File: src/rtl/mdio_mgmt_pkg.sv
package mdio_mgmt_pkg;
  localparam int REG_DW = 32;
  localparam int REG_AW = 3;

  localparam logic [REG_AW-1:0] RA_CFG   = 3'd0;
  localparam logic [REG_AW-1:0] RA_CMD   = 3'd1;
  localparam logic [REG_AW-1:0] RA_WDATA = 3'd2;
  localparam logic [REG_AW-1:0] RA_RDATA = 3'd3;
  localparam logic [REG_AW-1:0] RA_ISR   = 3'd4;
  localparam logic [REG_AW-1:0] RA_IER   = 3'd5;

  localparam int CMD_PHY_LSB = 24;
  localparam int CMD_REG_LSB = 16;
  localparam int CMD_OP_LSB  = 14;
  localparam int CMD_GO_BIT  = 11;
  localparam int CMD_RDY_BIT = 7;

  typedef enum logic [1:0] {
    OP_NONE  = 2'b00,
    OP_WRITE = 2'b01,
    OP_READ  = 2'b10,
    OP_BAD   = 2'b11
  } mgmt_op_e;

  localparam logic [1:0] FRAME_SOF = 2'b01;
  localparam logic [1:0] FRAME_TA  = 2'b10;
endpackage

File: src/rtl/mdio_clk_div.sv
module mdio_clk_div #(
  parameter int DIV_W = 6
) (
  input  logic             clk_i,
  input  logic             rst_ni,
  input  logic             start_i,
  input  logic             run_i,
  input  logic [DIV_W-1:0] div_i,
  output logic             mdc_o,
  output logic             rise_o,
  output logic             fall_o
);
  logic [DIV_W-1:0] cnt_q, div_q;
  logic             mdc_q;
  logic             tick;

  assign tick   = run_i && (cnt_q == div_q);
  assign rise_o = tick && !mdc_q;
  assign fall_o = tick && mdc_q;
  assign mdc_o  = mdc_q;

  // divider latched per frame so config writes cannot stretch a running frame
  always_ff @(posedge clk_i or negedge rst_ni) begin
    if (!rst_ni) begin
      div_q <= '0;
    end else if (start_i) begin
      div_q <= div_i;
    end
  end

  always_ff @(posedge clk_i or negedge rst_ni) begin
    if (!rst_ni) begin
      cnt_q <= '0;
      mdc_q <= 1'b0;
    end else if (!run_i) begin
      cnt_q <= '0;
      mdc_q <= 1'b0;
    end else if (tick) begin
      cnt_q <= '0;
      mdc_q <= ~mdc_q;
    end else begin
      cnt_q <= cnt_q + 1'b1;
    end
  end
endmodule

File: src/rtl/mdio_frame_eng.sv
module mdio_frame_eng
  import mdio_mgmt_pkg::*;
#(
  parameter int PRE_LEN = 32,
  parameter int ADDR_W  = 5,
  parameter int DATA_W  = 16
) (
  input  logic              clk_i,
  input  logic              rst_ni,
  input  logic              start_i,
  input  logic              rd_i,
  input  logic [ADDR_W-1:0] phy_i,
  input  logic [ADDR_W-1:0] reg_i,
  input  logic [DATA_W-1:0] wdata_i,
  input  logic              rise_i,
  input  logic              fall_i,
  input  logic              mdio_i,
  output logic              busy_o,
  output logic              done_o,
  output logic [DATA_W-1:0] rdata_o,
  output logic              mdio_o,
  output logic              mdio_oe_o
);
  localparam int HDR_W     = 4 + 2 * ADDR_W;
  localparam int TA_POS    = PRE_LEN + HDR_W;
  localparam int DAT_POS   = TA_POS + 2;
  localparam int FRAME_LEN = DAT_POS + DATA_W;
  localparam int IDX_W     = $clog2(FRAME_LEN + 1);

  logic [FRAME_LEN-1:0] sh_q;
  logic [IDX_W-1:0]     idx_q;
  logic                 busy_q, rd_q;
  logic [DATA_W-1:0]    rx_q;
  logic                 last_bit, in_ta_or_data, in_data;

  assign last_bit      = (idx_q == IDX_W'(FRAME_LEN - 1));
  assign in_ta_or_data = (idx_q >= IDX_W'(TA_POS));
  assign in_data       = (idx_q >= IDX_W'(DAT_POS));

  always_ff @(posedge clk_i or negedge rst_ni) begin
    if (!rst_ni) begin
      busy_q <= 1'b0;
      rd_q   <= 1'b0;
      idx_q  <= '0;
      sh_q   <= '1;
    end else if (start_i && !busy_q) begin
      busy_q <= 1'b1;
      rd_q   <= rd_i;
      idx_q  <= '0;
      sh_q   <= {{PRE_LEN{1'b1}}, FRAME_SOF, (rd_i ? OP_READ : OP_WRITE),
                 phy_i, reg_i, FRAME_TA, (rd_i ? {DATA_W{1'b1}} : wdata_i)};
    end else if (busy_q && fall_i) begin
      if (last_bit) begin
        busy_q <= 1'b0;
      end else begin
        idx_q <= idx_q + 1'b1;
        sh_q  <= {sh_q[FRAME_LEN-2:0], 1'b1};
      end
    end
  end

  // read data is captured on the clock edge that raises MDC
  always_ff @(posedge clk_i or negedge rst_ni) begin
    if (!rst_ni) begin
      rx_q <= '0;
    end else if (busy_q && rd_q && rise_i && in_data) begin
      rx_q <= {rx_q[DATA_W-2:0], mdio_i};
    end
  end

  assign busy_o    = busy_q;
  assign done_o    = busy_q && fall_i && last_bit;
  assign rdata_o   = rx_q;
  assign mdio_o    = busy_q ? sh_q[FRAME_LEN-1] : 1'b1;
  assign mdio_oe_o = busy_q && !(rd_q && in_ta_or_data);
endmodule

File: src/rtl/mdio_mgmt_regs.sv
module mdio_mgmt_regs
  import mdio_mgmt_pkg::*;
#(
  parameter int ADDR_W = 5,
  parameter int DATA_W = 16,
  parameter int DIV_W  = 6
) (
  input  logic              clk_i,
  input  logic              rst_ni,
  input  logic              reg_we_i,
  input  logic [REG_AW-1:0] reg_addr_i,
  input  logic [REG_DW-1:0] reg_wdata_i,
  output logic [REG_DW-1:0] reg_rdata_o,
  input  logic              busy_i,
  input  logic              done_i,
  input  logic [DATA_W-1:0] rx_data_i,
  output logic              start_o,
  output logic              rd_o,
  output logic [ADDR_W-1:0] phy_o,
  output logic [ADDR_W-1:0] reg_o,
  output logic [DATA_W-1:0] wdata_o,
  output logic [DIV_W-1:0]  cfg_div_o,
  output logic              irq_o
);
  localparam int CFG_EN_BIT = DIV_W;

  logic              cfg_en_q;
  logic [DIV_W-1:0]  cfg_div_q;
  logic [ADDR_W-1:0] phy_q, reg_q;
  logic [1:0]        op_q;
  logic [DATA_W-1:0] wdata_q, rdata_q;
  logic              isr_q, ier_q, rd_q;
  logic              cmd_wr, go, op_ok, cfg_ok;
  logic [1:0]        new_op;

  assign cmd_wr = reg_we_i && (reg_addr_i == RA_CMD) && !busy_i;
  assign new_op = reg_wdata_i[CMD_OP_LSB +: 2];
  assign go     = reg_wdata_i[CMD_GO_BIT];
  assign op_ok  = (new_op == OP_WRITE) || (new_op == OP_READ);
  assign cfg_ok = cfg_en_q && (cfg_div_q != '0);

  assign start_o   = cmd_wr && go && op_ok && cfg_ok;
  assign rd_o      = (new_op == OP_READ);
  assign phy_o     = reg_wdata_i[CMD_PHY_LSB +: ADDR_W];
  assign reg_o     = reg_wdata_i[CMD_REG_LSB +: ADDR_W];
  assign wdata_o   = wdata_q;
  assign cfg_div_o = cfg_div_q;
  assign irq_o     = isr_q && ier_q;

  always_ff @(posedge clk_i or negedge rst_ni) begin
    if (!rst_ni) begin
      cfg_en_q  <= 1'b0;
      cfg_div_q <= '0;
      phy_q     <= '0;
      reg_q     <= '0;
      op_q      <= '0;
      wdata_q   <= '0;
      ier_q     <= 1'b0;
    end else if (reg_we_i) begin
      unique case (reg_addr_i)
        RA_CFG: begin
          cfg_en_q  <= reg_wdata_i[CFG_EN_BIT];
          cfg_div_q <= reg_wdata_i[DIV_W-1:0];
        end
        RA_CMD: if (!busy_i) begin
          phy_q <= reg_wdata_i[CMD_PHY_LSB +: ADDR_W];
          reg_q <= reg_wdata_i[CMD_REG_LSB +: ADDR_W];
          op_q  <= new_op;
        end
        RA_WDATA: wdata_q <= reg_wdata_i[DATA_W-1:0];
        RA_IER:   ier_q   <= reg_wdata_i[0];
        default: ;
      endcase
    end
  end

  always_ff @(posedge clk_i or negedge rst_ni) begin
    if (!rst_ni) begin
      rd_q    <= 1'b0;
      rdata_q <= '0;
    end else begin
      if (start_o) rd_q <= rd_o;
      if (done_i && rd_q) rdata_q <= rx_data_i;
    end
  end

  // completion set takes priority over a same-cycle clear
  always_ff @(posedge clk_i or negedge rst_ni) begin
    if (!rst_ni) begin
      isr_q <= 1'b0;
    end else if (done_i) begin
      isr_q <= 1'b1;
    end else if (reg_we_i && (reg_addr_i == RA_ISR) && reg_wdata_i[0]) begin
      isr_q <= 1'b0;
    end
  end

  always_comb begin
    reg_rdata_o = '0;
    unique case (reg_addr_i)
      RA_CFG: begin
        reg_rdata_o[CFG_EN_BIT]  = cfg_en_q;
        reg_rdata_o[DIV_W-1:0]   = cfg_div_q;
      end
      RA_CMD: begin
        reg_rdata_o[CMD_PHY_LSB +: ADDR_W] = phy_q;
        reg_rdata_o[CMD_REG_LSB +: ADDR_W] = reg_q;
        reg_rdata_o[CMD_OP_LSB +: 2]       = op_q;
        reg_rdata_o[CMD_RDY_BIT]           = !busy_i;
      end
      RA_WDATA: reg_rdata_o[DATA_W-1:0] = wdata_q;
      RA_RDATA: reg_rdata_o[DATA_W-1:0] = rdata_q;
      RA_ISR:   reg_rdata_o[0]          = isr_q;
      RA_IER:   reg_rdata_o[0]          = ier_q;
      default:  reg_rdata_o             = '0;
    endcase
  end
endmodule

File: src/rtl/mdio_mgmt.sv
module mdio_mgmt
  import mdio_mgmt_pkg::*;
#(
  parameter int PRE_LEN = 32,
  parameter int ADDR_W  = 5,
  parameter int DATA_W  = 16,
  parameter int DIV_W   = 6
) (
  input  logic        clk_i,
  input  logic        rst_ni,
  input  logic        reg_we_i,
  input  logic [2:0]  reg_addr_i,
  input  logic [31:0] reg_wdata_i,
  output logic [31:0] reg_rdata_o,
  output logic        irq_o,
  output logic        mdc_o,
  output logic        mdio_o,
  output logic        mdio_oe_o,
  input  logic        mdio_i
);
  logic              start, rd_sel, eng_busy, eng_done, mdc_rise, mdc_fall;
  logic [ADDR_W-1:0] phy_sel, reg_sel;
  logic [DATA_W-1:0] wdata, rx_data;
  logic [DIV_W-1:0]  cfg_div;

  mdio_mgmt_regs #(.ADDR_W(ADDR_W), .DATA_W(DATA_W), .DIV_W(DIV_W)) u_regs (
    .clk_i      (clk_i),
    .rst_ni     (rst_ni),
    .reg_we_i   (reg_we_i),
    .reg_addr_i (reg_addr_i),
    .reg_wdata_i(reg_wdata_i),
    .reg_rdata_o(reg_rdata_o),
    .busy_i     (eng_busy),
    .done_i     (eng_done),
    .rx_data_i  (rx_data),
    .start_o    (start),
    .rd_o       (rd_sel),
    .phy_o      (phy_sel),
    .reg_o      (reg_sel),
    .wdata_o    (wdata),
    .cfg_div_o  (cfg_div),
    .irq_o      (irq_o)
  );

  mdio_clk_div #(.DIV_W(DIV_W)) u_clk (
    .clk_i  (clk_i),
    .rst_ni (rst_ni),
    .start_i(start),
    .run_i  (eng_busy),
    .div_i  (cfg_div),
    .mdc_o  (mdc_o),
    .rise_o (mdc_rise),
    .fall_o (mdc_fall)
  );

  mdio_frame_eng #(.PRE_LEN(PRE_LEN), .ADDR_W(ADDR_W), .DATA_W(DATA_W)) u_eng (
    .clk_i    (clk_i),
    .rst_ni   (rst_ni),
    .start_i  (start),
    .rd_i     (rd_sel),
    .phy_i    (phy_sel),
    .reg_i    (reg_sel),
    .wdata_i  (wdata),
    .rise_i   (mdc_rise),
    .fall_i   (mdc_fall),
    .mdio_i   (mdio_i),
    .busy_o   (eng_busy),
    .done_o   (eng_done),
    .rdata_o  (rx_data),
    .mdio_o   (mdio_o),
    .mdio_oe_o(mdio_oe_o)
  );
endmodule

File: config.mk
export PLATFORM = sky130hd
export DESIGN_NAME = mdio_mgmt
export DESIGN_NICKNAME = d
export VERILOG_FILES = /design/src/rtl/mdio_mgmt_pkg.sv /design/src/rtl/mdio_clk_div.sv /design/src/rtl/mdio_frame_eng.sv /design/src/rtl/mdio_mgmt_regs.sv /design/src/rtl/mdio_mgmt.sv
export SDC_FILE = /design/constraint.sdc
export NUM_CORES = 1
export LEC_CHECK = 0
export BUFFER_PORTS_ARGS = -buffer_cell sky130_fd_sc_hd__buf_2
export CORE_UTILIZATION = 65
export CTS_BUF_LIST = sky130_fd_sc_hd__clkbuf_4
export CTS_CLUSTER_SIZE = 14
export DETAILED_ROUTE_END_ITERATION = 8
export PLACE_DENSITY = 0.95
export SLEW_MARGIN = 20
export SYNTH_ARGS = -nofsm -noshare
export SYNTH_HDL_FRONTEND = slang
export SYNTH_SLANG_ARGS = --single-unit
File: constraint.sdc
create_clock -name clk_i -period 3.3 [get_ports clk_i]
set_input_delay 0.66 -clock clk_i [delete_from_list [all_inputs] [get_ports clk_i]]
set_output_delay 0.66 -clock clk_i [all_outputs]
set_load 0.005 [all_outputs]
# Word level (Yosys, flattened, before mapping)
# Index checks and enable logic that the tools add are counted.
# classes
add_sub_neg,2
mul,0
div_mod_pow,0
order_cmp,2
n_eq_ne,11
shift,0
mux,25
bitwise_logic,2
reduce_logical,36
# op_table
op,count
2-to-1 mux 64 bit,3
logical AND 1 bit,21
2-to-1 mux 7 bit,3
one-hot mux 6 bit (3 select lines),1
2-to-1 mux 16 bit,1
greater-or-equal comparator 7 x 6 -> 1 bit (second input constant),2
2-to-1 mux 6 bit,2
one-hot mux 6 bit (2 select lines),1
2-to-1 mux 5 bit,2
AND reduction 2 bit,5
2-to-1 mux 1 bit,8
adder 7 x 1 -> 7 bit (second input constant),1
== test 7 x 6 -> 1 bit (second input constant),1
adder 6 x 1 -> 6 bit (second input constant),1
== test 3 x 2 -> 1 bit (second input constant),2
== test 3 bit (second input constant),2
== test 6 bit,1
one-hot mux 2 bit (3 select lines),1
nonzero test 2 bit,3
nonzero test 6 bit,1
one-hot mux 1 bit (5 select lines),1
!= test 2 bit (second input constant),2
== test 3 x 1 -> 1 bit (second input constant),1
logical NOT 1 bit,3
other kinds (8),9
# totals
ff_bits,156
latchBits,0
ramBits,0
mem_bits_ro,0
input_bits,39
out_inout_bits,36
mem_count,0

# Logic depth before layout (Yosys ltp)
# Gate-level depths: netlist of the first run.
# depth
word_depth,9
mapped_depth,9
ltp_nobuf,6

# By module
# Synthesis of the first run repeated with hierarchy kept, for this count alone.
# unflattened
cells_unflattened,642
hier_area_um2,7130.6
# modules_own_cells
module,instances,cells_per_inst,area_per_inst_um2,seq_area_each_um2
mdio_frame_eng,1,381,3870.0,2307.2
mdio_mgmt_regs,1,211,2668.8,1351.3
mdio_clk_div,1,50,591.8,325.3

# Least setup slack after synthesis of the first run
# OpenSTA, ideal clock, no wires.
# synth_timing
kind,input to output
start,input reg_addr_i[0]
end,output reg_rdata_o[14]
arrival_ns,1.712
required_time_ns,2.640
slack_ns,0.928
path_stages,5
cell_sequence,buf_2 clkbuf_1 mux2_2 a22oi_1 nor2_1
# synth_via
elab_chain_cells,2
# synth_lines
item,line,text
from (decl),mdio_mgmt.sv:12,"input logic [2:0] reg_addr_i,"
== test 3 x 2 -> 1 bit or == test 3 x 1 -> 1 bit (tied branches),mdio_mgmt_regs.sv:100,unique case (reg_addr_i)
one-hot mux 2 bit (3 select lines) (*),mdio_mgmt_regs.sv:100,
to (decl),mdio_mgmt.sv:14,"output logic [31:0] reg_rdata_o,"
# Every way passes the cells marked *; elsewhere a longest branch is shown, timed or not.

# Worst setup path after layout of the first run
# layout_timing
start,register u_eng.idx_q[0]
end,output mdio_oe_o
# layout_via
elab_chain_cells,4
# layout_lines
item,line,text
from (decl),mdio_frame_eng.sv:31,logic [IDX_W-1:0] idx_q;
from (signal assigned),mdio_frame_eng.sv:56,idx_q <= idx_q + 1'b1;
greater-or-equal comparator 7 x 6 -> 1 bit,mdio_frame_eng.sv:37,assign in_ta_or_data = (idx_q >= IDX_W'(TA_POS));
logical AND 1 bit,mdio_frame_eng.sv:75,assign mdio_oe_o = busy_q && !(rd_q && in_ta_or_data);
logical NOT 1 bit,mdio_frame_eng.sv:75,
logical AND 1 bit,mdio_frame_eng.sv:75,
to (decl),mdio_mgmt.sv:18,"output logic mdio_oe_o,"
# No other way between the ends.

==> metrics.yaml, run 1 <==
logic_synthesis:
  synthFlopType: "dfrtp_1"
  synth_area_um2: 7108
  ys_types: 50
  async_reset_ff_frac: 1.000
  synth_edf_count: 0
  yosys_warnings: 0
  syn_inst: 652
  seq_area_frac_synth: 0.5605
  synth_seq_cells: 156
  avgSynthCellArea_um2: 10.90
job:
  maxCapViolations: 0
status:
  status: "finished clean"
drt:
  vias: 5100
  routed_wirelength_mm: 14.57
  drc: 0
  vias_per_cell: 6.000
  ant_nets: 0
  drt-initial-drc-count: 409
  wire_per_inst_um: 17.14
  drtPass1Iterations: 5
floorplan:
  io_pins: 75
  dieArea_um2: 11360
  row_count: 37
  core-area_um2: 10460
  initial_core_util: 0.6794
  die_h_um: 106.6
  dieWidth_um: 106.6
clock_network:
  cts_tree: "yes"
  clkTransAtPathRegs_ns: 0.13
  insertion_delay_ns: 0.55
  cts_resized: 0
  cts_setup_buffers: 0
  hold_buffers: 0
  clockBufferDepth: 2
  numClockSinks: 156
  ctsHtreeMaxLevel: 4
  clockRootBuffer: "clkbuf_4"
  numCtsBuffers: 17
setup_path:
  regToRegSetupSlack_ns: 0.65
  cp-start-kind: "flip-flop"
  crit_arrival_ns: 2.00
  end_kind: "output pin"
  max_stage_delay_ns: 0.45
  worstPathRequired_ns: 2.64
  cp-endpoint: "mdio_oe_o"
  critPathLaunch: "u_eng.idx_q[0]$_DFFE_PN0P_"
  cp_max_fo: 4
  timing.critical_path.slowest_stage_cell: "dfrtp_1"
  reg2regPathDepth: 5
  critical_path_class: "reg -> out"
  reg2reg_to: "u_eng.sh_q[13]$_DFFE_PN1P_"
  crit_path_cell_trace: "inv_1 > ha_1 > o211a_1 > o21a_1 > o21ai_0 > and2_1 > buf_2"
  reg2reg_from: "u_regs.cfg_div_o[1]$_DFFE_PN0P_"
pwr:
  vdd_drop_max_uv: 420.3
  p_leak_uw: 0.003837
  seqPwrFrac: 0.547
  intPower_uw: 3628
  combPwrFrac: 0.198
  swShare: 0.3025
  clockPowerShare: 0.254
  p_switching_uw: 1574
  power_density_nw_per_um2: 666.7
layout:
  multi_input_area_um2: 2885
  drive_above_1_share: 0.3571
  seqCellArea_um2: 3984
  area_delta_synth_final_pct: 9.752
  layout.nets: 744
  num_antenna_cells: 0
  stdcell_area_um2: 7801
  fill_cells: 683
timing:
  fmax_ghz: 0.3756
  rsz0062_at_grt: "no"
  min_period_ns: 2.662
  maxSlewHeadroom: 0.4951
  hold_violations: 0
  clock_skew_ns: 0.01893
  fin_crit_sh: 0.8067
  finalSetupViolCount: 0
  worst_slew_pin_slew_ns: 0.7504
  slew_viol_final: 0
  tns_ns: 0
global_routing:
  met3_usage: 0.04620
  grt_pass1_vias: 5103
  use_met1: 0.3567
  grt-busiest-layer: "met2"
  grt_pass1_wl_mm: 24.32
  grtUsageMet2: 0.4654
  grt_max_degree: 85
  gr-total-overflow: 0
  grt_antenna_before_repair: 0
  grt.total_usage: 0.2759
placed_design:
  place_area_um2: 7466
  gp_congestion: 0.8290
  io_buffers: 62
  dp_hpwl_mm: 9.836
hold_path:
  hp-class: "in -> async"
power groups by stage:
stage / Combinational, uW / Clock (uW) / Sequential (uW)
2_1_floorplan: 796 / 0 / 2760
3_3_place_gp: 958 / 0 / 2830
3_5_place_dp: 1030 / 0 / 2870
4_1_cts: 1040 / 1340 / 2840
5_1_grt: 1180 / 1410 / 2900
6_report: 1030 / 1320 / 2850
layout by cell type (no fill, tap or decap), types with 3 or more instances in the layout:
cell type    n
nand2b_1     4
bufinv_16    4
a22oi_1      9
xnor2_1      3
o21ai_0      5
dfrtp_1     92
mux2_4      10
buf_4       10
and2_1      15
mux2_2      67
a21oi_1     33
conb_1       6
and3_1       6
inv_1        4
clkinv_2     3
ha_1         4
mux2i_1      7
buf_2       61
dfstp_2     64
a31oi_1      7
xor2_1       9
nor2_1      36
nor3_1      18
nand3_1     43
nand2_1    130
inv_6        4
a221o_1      6
clkbuf_4    17
sequential cells by signal (all words and copies together), names as in the netlist, 6 cells and up:
register	count
u_clk.cnt_q	6
u_clk.div_q	6
u_eng.idx_q	7
u_eng.rdata_o	16
u_eng.sh_q	64
u_regs.cfg_div_o	6
u_regs.rdata_q	16
u_regs.wdata_o	16
per-stage QoR:
stage	setup slack [ns]	hold slack (ns)	util	std cells	power, uW
final	0.6378	0.1095	0.7456	850	5201
after global routing	0.5076	0.1319	0.7456	850	5487
after CTS	0.5935	0.1165	0.7456	850	5218
after detailed placement	0.6037	0.4594	0.7136	818	3906
after global placement	0.7290	0.4526	0.7136	818	3787
after floorplan	0.9283	0.3644	-	657	3556
layer usage:
layer | up-vias | wire (um)
met1 | 2548 | 6044
met5 | - | 0
met4 | 0 | 310
met3 | 30 | 805
li1 | 2329 | -
met2 | 193 | 7411
cell type report:
cell class	instances	share of cell area
flip-flops and latches	156	0.5107
multi-input cells	449	0.3698
repair buffers	73	0.05277
clock inverters	15	0.02662
well taps	136	0.02181
clock buffers	17	0.01636
inverters	4	0.001925
worst min-delay path by stage:
stage                          startpoint                          end  slack (ns)  cells after the start
2_1_floorplan                      rst_ni     u_clk.cnt_q[0]$_DFF_PN0_        0.36                      0
3_3_place_gp   u_eng.sh_q[28]$_DFFE_PN1P_   u_eng.sh_q[28]$_DFFE_PN1P_        0.45                      2
3_5_place_dp   u_eng.sh_q[14]$_DFFE_PN1P_   u_eng.sh_q[14]$_DFFE_PN1P_        0.46                      2
4_1_cts                            rst_ni  u_regs.reg_q[0]$_DFFE_PN0P_        0.12                      1
5_1_grt                            rst_ni  u_regs.reg_q[0]$_DFFE_PN0P_        0.13                      1
6_report                           rst_ni  u_regs.reg_q[0]$_DFFE_PN0P_        0.11                      1
synthesized netlist by cell type, types with 9 or more instances:
master    count  area (um2)
nor2_1       36       135.1
nand3_1      43       215.2
a22oi_1       9       67.56
a21oi_1      33       165.2
mux2_2       67       754.5
nand2_1     130       488.0
nor3_1       18       90.09
dfrtp_1      92        2302
and2_1       15       93.84
dfstp_2      64        1682
buf_2        19       95.09
xor2_1        9       78.83
mux2_4       10       150.1
clkbuf_1     19       71.32
critical path, delay by kind of cell (launching register included):
kind                       cells  cell delay (ns)
AOI/OAI and AO/OA              3             0.51
DFF                            1             0.45
adders and majority gates      1             0.19
buffers and inverters          2             0.16
and+or+nand+nor                1             0.14
kinds of logic after synthesis:
kind of cell | after synthesis | synth area share
muxes | 84 | 0.1371
buffers and inverters | 52 | 0.03661
other | 1 | 0.0005276
adders and majority gates | 4 | 0.007041
and+or+nand+nor | 273 | 0.1795
AOI/OAI and AO/OA | 70 | 0.06390
xor gates and xnor gates | 12 | 0.01479
DFF | 156 | 0.5605
No activity file was read; power rests on OpenSTA's default activity.
==> run 2: changes to the inputs <==
--- a/config.mk
+++ b/config.mk
@@ -6,11 +6,11 @@
 export NUM_CORES = 1
 export LEC_CHECK = 0
 export BUFFER_PORTS_ARGS = -buffer_cell sky130_fd_sc_hd__buf_2
-export CORE_UTILIZATION = 65
+export CORE_UTILIZATION = 61
 export CTS_BUF_LIST = sky130_fd_sc_hd__clkbuf_4
 export CTS_CLUSTER_SIZE = 14
 export DETAILED_ROUTE_END_ITERATION = 8
-export PLACE_DENSITY = 0.95
+export PLACE_DENSITY = 0.92
 export SLEW_MARGIN = 20
 export SYNTH_ARGS = -nofsm -noshare
 export SYNTH_HDL_FRONTEND = slang
==> constraint.sdc (replaced) <==
create_clock -name clk_i -period 2.5 [get_ports clk_i]
set_input_delay 0.5 -clock clk_i [delete_from_list [all_inputs] [get_ports clk_i]]
set_output_delay 0.5 -clock clk_i [all_outputs]
set_load 0.005 [all_outputs]
==> run 2 against run 1 <==
  * Clock power is essentially flat
  * Register-to-register slack lost 0.49 ns
  * Clock-buffer cell count rose by 1
  * Core utilization is 5.3 points lower
  * Setup slack got worse by 0.56 ns
  * Combinational power is 41% higher
  * First-iteration DRC count is 29% lower
  * Die area up 6.4%
  * Critical endpoint unchanged
  * Largest cell class unchanged
  * Highest routed layer unchanged
==> metrics.yaml, run 2 (same netlist as run 1, synthesis figures left out) <==
status:
  status: "finished clean"
setup_path:
  max_stage_delay_ns: 0.38
  cp-start-kind: "flip-flop"
  crit_family: "compound AO/OA/AOI/OAI gates"
  timing.critical_path.slowest_stage_cell: "dfrtp_1"
  end_kind: "output pin"
  worstPathRequired_ns: 2.00
  cp_max_fo: 2
  crit_path_cell_trace: "inv_1 > ha_2 > o211a_1 > o21a_1 > o21ai_1 > and2_1 > buf_2"
  cp_num_buf_inv: 2
  critical_path_class: "reg -> out"
  crit_arrival_ns: 1.92
global_routing:
  gr-total-overflow: 0
  grt_pass1_vias: 5241
  grt_pass1_wl_mm: 24.72
  grt_antenna_before_repair: 0
  grt.total_usage: 0.2719
  grt_max_degree: 56
drt:
  drt-initial-drc-count: 292
  ant_nets: 0
  drc: 0
  vias_per_cell: 5.882
  wire_per_inst_um: 17.10
  drtPass1Iterations: 5
  routed_wirelength_mm: 14.95
  vias: 5141
pwr:
  power_density_nw_per_um2: 832.2
  vdd_drop_max_uv: 465.7
  p_leak_uw: 0.003885
layout:
  fin_cells: 874
  final_common_cell: "nand2_1"
  layout.nets: 761
  largest_register_ffs: 64
  drive_above_1_share: 0.3680
  num_antenna_cells: 0
  largest_register: "u_eng.sh_q"
  fill_cells: 784
  final_cell_mix: "nand2_1 (130), dfrtp_1 (92), mux2_2 (67), dfstp_2 (64), buf_2 (61)"
  area_delta_synth_final_pct: 10.74
clock_network:
  clockRootBuffer: "clkbuf_4"
  clkTransAtPathRegs_ns: 0.12
  numCtsBuffers: 17
  ctsHtreeMaxLevel: 4
  numClockSinks: 156
  cts_tree: "yes"
  clockBufferDepth: 2
  insertion_delay_ns: 0.54
floorplan:
  dieWidth_um: 109.9
  row_count: 39
  dieArea_um2: 12090
  core-area_um2: 11370
  die_h_um: 109.9
  io_pins: 75
  initial_core_util: 0.6252
timing:
  hold_violations: 0
  slew_viol_final: 0
  clock_skew_ns: 0.01735
  fmax_ghz: 0.4127
  finalSetupViolCount: 0
  holdWs_ns: 0.1858
  maxSlewHeadroom: 0.5788
  fin_crit_sh: 0.9692
  min_period_ns: 2.423
  rsz0062_at_grt: "yes"
  worst_slew_pin_slew_ns: 0.6318
placed_design:
  dp_hpwl_mm: 10.54
  gp_congestion: 0.8655
  io_buffers: 62
  placedCellCount: 839
hold_path:
  hp-class: "in -> reg"
job:
  maxCapViolations: 0
==> run 2: repair_timing <==
| item | CTS | global route |
|---|---|---|
| hold buffers | 1 | 0 |
| buffers inserted | 2 | 0 |
| pin swaps | 0 | 1 |
| setup endpoints to repair | 1 | 1 |
| gates resized for setup | 0 | 2 |
| hold endpoints to repair | 8 | 0 |
==> run 2: area by class of cell <==
cell class / instances / area [um2] / share of cell area
well taps: 143 / 178.9 / 0.02273
flip-flops and latches: 156 / 3984 / 0.5061
inverters: 4 / 15.01 / 0.001907
clock inverters: 14 / 103.9 / 0.01319
repair buffers: 90 / 566.8 / 0.07201
clock buffers: 18 / 135.1 / 0.01717
multi-input cells: 449 / 2888 / 0.3669
==> run 2: final timing paths <==
check | startpoint | cells past startpoint | slack (ns) | end
setup reg to reg | u_eng.idx_q[0]$_DFFE_PN0P_ | 8 | 0.16 | u_eng.idx_q[2]$_DFFE_PN0P_
max in group asynchronous | rst_ni | 3 | 1.30 | u_eng.sh_q[46]$_DFFE_PN1P_
hold reg to reg | u_eng.sh_q[28]$_DFFE_PN1P_ | 2 | 0.48 | u_eng.sh_q[28]$_DFFE_PN1P_
min in group asynchronous | rst_ni | 2 | 0.46 | u_clk.mdc_o$_DFFE_PN0P_
setup / recovery | u_eng.idx_q[0]$_DFFE_PN0P_ | 7 | 0.08 | mdio_oe_o
hold / removal | mdio_i | 2 | 0.19 | u_eng.rdata_o[0]$_DFFE_PN0P_
==> run 2: per-layer routing <==
layer  vias to the layer above  GRT usage  routed length (um)
met4                         0    0.09333                 282
met3                        31    0.06817                 788
li1                       2348          -                   -
met2                       175     0.4790                7775
met1                      2587     0.3233                6101
met5                         -          0                   0
==> run 2: per-stage QoR <==
stage	TNS (ns)	instance area, um2	power, uW	setup WS, ns	utilization
after detailed placement	0	7605	5212	0.2168	0.6689
after global placement	0	7605	5041	0.3401	0.6689
after CTS	0	7869	6580	0.008811	0.6921
final	0	7871	6551	0.07712	0.6923
after floorplan	0	7127	4694	0.4483	-
after global routing	-0.02518	7871	6931	-0.02518	0.6923
==> run 2: report_power, final <==
part,leakage [uW],total (uW),switching (uW),internal (uW)
Clock,0.000134,1340,853,486
Sequential,0.00186,3760,425,3340
Combinational,0.00189,1450,755,693
Total,0.00388,6550,2030,4520
